--- config.mk ---
export PLATFORM = sky130hd
export DESIGN_NAME = interval_timer
export DESIGN_NICKNAME = d
export VERILOG_FILES = /design/src/rtl/interval_timer.sv
export SDC_FILE = /design/constraint.sdc
export NUM_CORES = 1
export LEC_CHECK = 0
export ABC_AREA = 0
export ABC_CLOCK_PERIOD_IN_PS = 3440
export BUFFER_PORTS_ARGS = -buffer_cell sky130_fd_sc_hd__buf_4
export CORE_ASPECT_RATIO = 1.1
export CORE_UTILIZATION = 52
export DETAILED_ROUTE_END_ITERATION = 8
export PLACE_DENSITY_LB_ADDON = 0.08
export SLEW_MARGIN = 20
export SYNTH_ARGS = -nofsm -noshare
export SYNTH_HDL_FRONTEND = slang
export SYNTH_SLANG_ARGS = --single-unit
--- constraint.sdc ---
create_clock -name clk -period 3.44 [get_ports clk]
set_input_delay 0 -clock clk [delete_from_list [all_inputs] [get_ports clk]]
set_output_delay 0 -clock clk [all_outputs]
set_load 0.01 [all_outputs]
--- src/rtl/interval_timer.sv ---
module interval_timer #(
  parameter int DW = 32,
  parameter int AW = 4
) (
  input  logic          clk,
  input  logic          rst_n,
  input  logic          slow_tick,
  input  logic          bus_wr,
  input  logic [AW-1:0] bus_addr,
  input  logic [DW-1:0] bus_wdata,
  output logic [DW-1:0] bus_rdata,
  output logic          irq
);

  localparam logic [AW-1:0] OFS_LOAD = AW'(0);
  localparam logic [AW-1:0] OFS_VAL  = AW'(4);
  localparam logic [AW-1:0] OFS_CTRL = AW'(8);
  localparam logic [AW-1:0] OFS_ACK  = AW'(12);
  localparam int B_EN   = 7;
  localparam int B_PER  = 6;
  localparam int B_SLOW = 3;

  logic [DW-1:0] load_q, ctrl_q, cnt_q;
  logic          run_q;

  wire wr_load = bus_wr && (bus_addr == OFS_LOAD);
  wire wr_ctrl = bus_wr && (bus_addr == OFS_CTRL);
  wire wr_ack  = bus_wr && (bus_addr == OFS_ACK);

  wire [DW-1:0] load_n = wr_load ? bus_wdata : load_q;
  wire [DW-1:0] ctrl_n = wr_ctrl ? bus_wdata : ctrl_q;

  wire en_rise = wr_ctrl && bus_wdata[B_EN] && !ctrl_q[B_EN];
  wire en_fall = wr_ctrl && !bus_wdata[B_EN] && ctrl_q[B_EN];
  wire restart = en_rise || (wr_load && (bus_wdata != load_q) && ctrl_q[B_EN]);

  wire [DW-1:0] interval = ctrl_n[B_SLOW] ? DW'(1) : load_n;
  wire          step     = run_q && (ctrl_n[B_SLOW] ? slow_tick : 1'b1);
  wire          expire   = step && !restart && !en_fall && (cnt_q <= DW'(1));

  always_ff @(posedge clk or negedge rst_n) begin
    if (!rst_n) begin
      load_q <= '0;
      ctrl_q <= '0;
    end else begin
      load_q <= load_n;
      ctrl_q <= ctrl_n;
    end
  end

  always_ff @(posedge clk or negedge rst_n) begin
    if (!rst_n) begin
      run_q <= 1'b0;
      cnt_q <= '0;
    end else if (en_fall) begin
      run_q <= 1'b0;
      cnt_q <= '0;
    end else if (restart) begin
      run_q <= 1'b1;
      cnt_q <= interval;
    end else if (expire) begin
      run_q <= ctrl_n[B_PER];
      cnt_q <= ctrl_n[B_PER] ? interval : '0;
    end else if (step) begin
      cnt_q <= cnt_q - DW'(1);
    end
  end

  always_ff @(posedge clk or negedge rst_n) begin
    if (!rst_n) irq <= 1'b0;
    else        irq <= expire || (irq && !wr_ack);
  end

  always_comb begin
    case (bus_addr)
      OFS_LOAD: bus_rdata = load_q;
      OFS_VAL:  bus_rdata = cnt_q;
      OFS_CTRL: bus_rdata = ctrl_q;
      default:  bus_rdata = '0;
    endcase
  end

endmodule

==> reports/results.ini, run 1 <==
[placement]
portBuffers=72
dp_hpwl_um=15700
dp_slack_ns=0.389
gp_congestion=0.945

[die]
die_y_um=116
die_w_um=106
die-area_um2=12300
core-area_um2=11500
start_util=0.536
row_count=41
io_pins=73

[synth]
synth-edff-count=0
syn_nets=771
synthFlopType=dfrtp_1
synth.avg_cell_area_um2=8.49
yosysTopAreaCellShare=0.396
synthTopCellsByArea=dfrtp_1 (40%), nand2_1 (8.0%), mux2i_1 (6.6%), nor2_1 (5.5%), xor2_1 (5.2%)
ys_seq_area_frac=0.396
synthArstFlopShare=1.00
syn_inst=729
synth_top_area_cell=dfrtp_1
ys_ff_latch=98
yosys.cell_types.count=63
synth_area_um2=6190
synth_most_common_cell=nand2_1
ys.warnings.count=0
synthTopCellsByCount=nand2_1 (132), dfrtp_1 (98), nor2_1 (91)

[worst_setup_path]
path_delay_family=simple AND/OR/NAND/NOR gates
start_kind=flip-flop
crit_type=flip-flop to flip-flop
crit_fanout=12
crit_chain=or4_4 > or4_4 > nor4_4 > and3_4 > nor3_2 > a32o_1 > a22o_1
cpMaxStageDelayCell=or4_4
critPathRequiredTime_ns=3.68
cp_num_buf_inv=0
endpoint_kind=flip-flop
max_stage_delay_ns=0.61
crit_arrival_ns=3.33
cpMostUsedCell=or4_4

[clock_network]
cts_hold_buf=33
htree_levels=3
clkSlewWorstSetupHoldPaths_ns=0.07
cts_buffer_depth=2
cts_tree=built
numClockSinks=98
cts_buffers=9
postCtsResizedCells=0
cts_setup_buffers=0
clkLatencyLatePin_ns=0.35
root_buffer=clkbuf_16

[routing]
num_vias=6061
drt_wl_total_um=21400
dr.pass1.iters=5
ant_nets=0
drt_iter0_drc=545
viasPerCell=6.17
drc=0
wl_per_cell_um=21.8

[timing]
tightestPinTransition_ns=0.859
post-route-period-util=0.898
tns_ns=0
fmax_mhz=324
finalHoldViolCount=0
fin_skew_ns=0.00836
setup_viol_count_final=0
hold-worst-slack_ns=0.142
rsz0062_at_grt=false
layout_setup_ws_ns=0.351
maxSlewViolCount=0
period_needed_ns=3.09
slew_headroom=0.425

[grt]
grt_max_degree=41
grt_use_total=0.356
grt_antenna_before_repair=0
grt_pass1_wl_um=32400
grt_pass1_vias=5674
overflow=0

[final_layout]
drive_above_1_share=0.184
n_antenna_cell=0
finish.utilization=0.654
nets=870
area_growth_pct=22.0

[status]
status=completed

[pwr]
worst_ir_drop_vdd_mv=0.446
p_leak_nw=3.57
power_density_nw_per_um2=674

[min_path]
worstHoldPathType=input pin to flip-flop

[flow_run]
cap_violations=0

==> layout make-up <==
type / instances / area (µm²)
Clock buffer: 12 / 246
Clock inverter: 4 / 26.3
Fill cell: 977 / 3990
Inverter: 19 / 71.3
Multi-Input combinational cell: 568 / 3490
Sequential cell: 98 / 2450
Tap cell: 150 / 188
Timing Repair Buffer: 132 / 1070
==> flip-flops by register name (all words and copies together), names as in the netlist <==
name,count
irq,1
ctrl_q,32
load_q,32
run_q,1
cnt_q,32
==> cell families after synthesis <==
| logic type | after synthesis | share of synthesized area |
|---|---|---|
| simple gates | 324 | 0.242 |
| compound gates | 131 | 0.139 |
| flops | 98 | 0.396 |
| mux | 67 | 0.114 |
| buf+inv | 63 | 0.0422 |
| xor+xnor | 44 | 0.0623 |
| fa+ha+maj | 2 | 0.00404 |
==> per-layer routing <==
layer / routed length [µm] / GRT usage
met1: 9410 / 0.502
met3: 1830 / 0.0541
met4: 567 / 0.137
met2: 9630 / 0.556
met5: 0 / 0
==> worst min-delay path, delay by kind of cell <==
family,cells,cell delay (ns)
compound gates,2,0.24
buf+inv,1,0.12
simple gates,1,0.08
==> placed cells by master (no fill, tap or decap), drive strengths merged, types with 8 or more instances in the layout <==
| cell type | netlist | layout |
|---|---|---|
| xor2 | 37 | 37 |
| nand2 | 132 | 132 |
| nor2 | 91 | 91 |
| dlygate4sd3 | 0 | 33 |
| o21ai | 24 | 24 |
| nor3 | 23 | 23 |
| dfrtp | 98 | 98 |
| inv | 19 | 20 |
| buf | 14 | 99 |
| nand4 | 8 | 8 |
| mux2i | 41 | 41 |
| nand3 | 12 | 12 |
| nor4 | 17 | 17 |
| mux2 | 26 | 26 |
| a21oi | 42 | 42 |
| clkbuf | 30 | 12 |
| o211ai | 10 | 10 |
==> worst paths after layout <==
check / cells past startpoint / from / end / slack, ns
max: 7 / cnt_q[6] / cnt_q[25] / 0.35
min: 4 / bus_wr / irq / 0.14
max reg2reg: 7 / cnt_q[6] / cnt_q[25] / 0.35
min reg2reg: 2 / ctrl_q[17] / ctrl_q[17] / 0.48
max in group asynchronous: 3 / rst_n / load_q[29] / 2.42
min in group asynchronous: 2 / rst_n / ctrl_q[1] / 0.19
==> report_power, final <==
group          internal, W  switching [W]  total [W]
sequential         0.00148       0.000447    0.00193
combinational     0.000910        0.00129    0.00220
clock             0.000512       0.000454   0.000966
==> stage by stage <==
stage               instance area [µm²]  total power (W)  instances
floorplan                          6190          0.00326        729
detailed placement                 6950          0.00405        934
global placement                   6950          0.00401        934
CTS                                7550          0.00505        983
finish                             7550          0.00509        983
global route                       7550          0.00538        983
No activity file was read; power rests on OpenSTA's default activity.
==> run 2, diff against run 1 <==
Settings changed: CORE_MARGIN set to 2, REMOVE_ABC_BUFFERS set to 1.
==> run 2 against run 1 <==
  * First-iteration DRC count fell by 9.2%
  * Sequential share of layout area down 0.28 points
  * Total power grew 1.4%
  * Highest routed layer is now met5
  * Critical path depth rose by 1
  * Worst setup slack got worse by 0.14 ns
  * Maximum frequency decreased by 4.4%
  * Clock-buffer cell count down 1
==> reports/results.ini, run 2 (synthesized netlist as in run 1, its figures left out) <==
[clock_network]
clkSlewWorstSetupHoldPaths_ns=0.07  ; about the same
postCtsResizedCells=0  ; unchanged
root_buffer=clkbuf_16  ; unchanged
cts_buffers=9  ; unchanged
htree_levels=3  ; unchanged
numClockSinks=98  ; unchanged
clkLatencyLatePin_ns=0.35  ; about the same
cts_tree=built  ; unchanged
cts_buffer_depth=2  ; unchanged

[grt]
grt_max_degree=43  ; was 41
grt_pass1_wl_um=31700  ; was 32,400 µm
grt_antenna_before_repair=1  ; was 0
grt_pass1_vias=5833  ; was 5,674
overflow=0  ; unchanged
grt_use_total=0.323  ; was 0.356

[die]
core-area_um2=11500  ; unchanged
io_pins=73  ; unchanged
die-area_um2=12800  ; was 12,300 µm²
row_count=41  ; unchanged
die_y_um=118  ; was 116 µm
start_util=0.536  ; unchanged
die_w_um=108  ; was 106 µm

[routing]
drt_wl_total_um=20200  ; was 21,400 µm
ant_nets=0  ; unchanged
dr.pass1.iters=5  ; unchanged
drc=0  ; unchanged
wl_per_cell_um=20.5  ; was 21.8 µm
drt_iter0_drc=495  ; was 545
viasPerCell=6.05  ; was 6.17
num_vias=5979  ; was 6,061

[pwr]
power_w=0.00516  ; was 0.00509 W
p_leak_nw=3.61  ; was 3.57 nW
worst_ir_drop_vdd_mv=0.305  ; was 0.446 mV
power_density_nw_per_um2=678  ; was 674 nW/µm²

[timing]
finalHoldViolCount=0  ; unchanged
tightestPinTransition_ns=0.754  ; was 0.859 ns
period_needed_ns=3.23  ; was 3.09 ns
setup_viol_count_final=0  ; unchanged
maxSlewViolCount=0  ; unchanged
rsz0062_at_grt=false  ; unchanged
fin_skew_ns=0.00770  ; was 0.00836 ns
post-route-period-util=0.939  ; was 0.898
fmax_mhz=310  ; was 324 MHz
slew_headroom=0.497  ; was 0.425
hold-worst-slack_ns=0.00896  ; was 0.142 ns
layout_setup_ws_ns=0.209  ; was 0.351 ns

[worst_setup_path]
critPathRequiredTime_ns=3.65  ; was 3.68 ns
crit_type=flip-flop to flip-flop  ; unchanged
start_kind=flip-flop  ; unchanged
crit_arrival_ns=3.44  ; was 3.33 ns
endpoint_kind=flip-flop  ; unchanged
crit_fanout=14  ; was 12

[final_layout]
stdcell_count=988  ; was 983
regArea_um2=2450  ; unchanged
fillers=960  ; was 977
reg_top3=cnt_q (32), ctrl_q (32), load_q (32)  ; unchanged
drive_above_1_share=0.191  ; was 0.184
final_cell_mix=nand2_1 (132), buf_4 (106), dfrtp_1 (98), nor2_1 (89), a21oi_1 (42)  ; was nand2_1 (132), buf_4 (99), dfrtp_1 (98), nor2_1 (89), a21oi_1 (42)
nets=876  ; was 870
area_growth_pct=23.1  ; was 22.0%
layout_commonest_cell=nand2_1  ; unchanged
n_antenna_cell=0  ; unchanged
multiInputGateArea_um2=3490  ; unchanged
finish.utilization=0.660  ; was 0.654

[status]
status=completed  ; unchanged

[flow_run]
cap_violations=0  ; unchanged

[placement]
dp_slack_ns=0.331  ; was 0.389 ns
dp_hpwl_um=14800  ; was 15,700 µm
portBuffers=72  ; unchanged
dp_cells=941  ; was 934
gp_congestion=1.02  ; was 0.945

[min_path]
worstHoldPathType=input pin to flip-flop  ; unchanged

## run 2: worst paths after layout
path	start	endpoint	slack (ns)	cells past startpoint
setup / recovery	load_q[5]	cnt_q[11]	0.21	8
hold / removal	bus_wdata[3]	load_q[3]	0.009	2
setup reg to reg	load_q[5]	cnt_q[11]	0.21	8
hold reg to reg	ctrl_q[1]	ctrl_q[1]	0.48	2
max in group asynchronous	rst_n	cnt_q[6]	2.40	3
min in group asynchronous	rst_n	ctrl_q[2]	0.20	2
## run 2: routing by layer
layer,wire [µm],track usage,vias up
met3,1270,0.0507,54
li1,-,-,2777
met4,678,0.116,2
met2,9650,0.523,226
met5,13,0,-
met1,8610,0.436,2920
## run 2: timing repair
item / in CTS / in global routing
hold buffers: 32 / 0
endpoints found under the hold margin: 101 / 0
setup buffers: 0 / 0
## run 2: through the flow
stage,setup TNS (ns),cell area [µm²]
floorplan,-13.51,6000
global placement,0,7000
detailed placement,0,7000
CTS,0,7620
global route,0,7620
finish,0,7620
## run 2: final cells by class
class,instances,area share
Sequential cell,98,0.322
Tap cell,150,0.0246
Inverter,19,0.00936
Clock inverter,4,0.00690
Timing Repair Buffer,138,0.147
Clock buffer,11,0.0319
Multi-Input combinational cell,568,0.459
## run 2: where the power goes
group | switching, W | internal [W]
Combinational | 0.00129 | 0.000940
Sequential | 0.000416 | 0.00149
Clock | 0.000452 | 0.000582
## run 2: worst max-delay path, stage by stage (launching register included)
cell	delay, ns
dfrtp_1	0.41
xor2_1	0.27
nor4_1	0.59
nand4_1	0.28
o21a_1	0.41
o211a_1	0.51
buf_4	0.28
nand2_1	0.18
o221ai_1	0.15
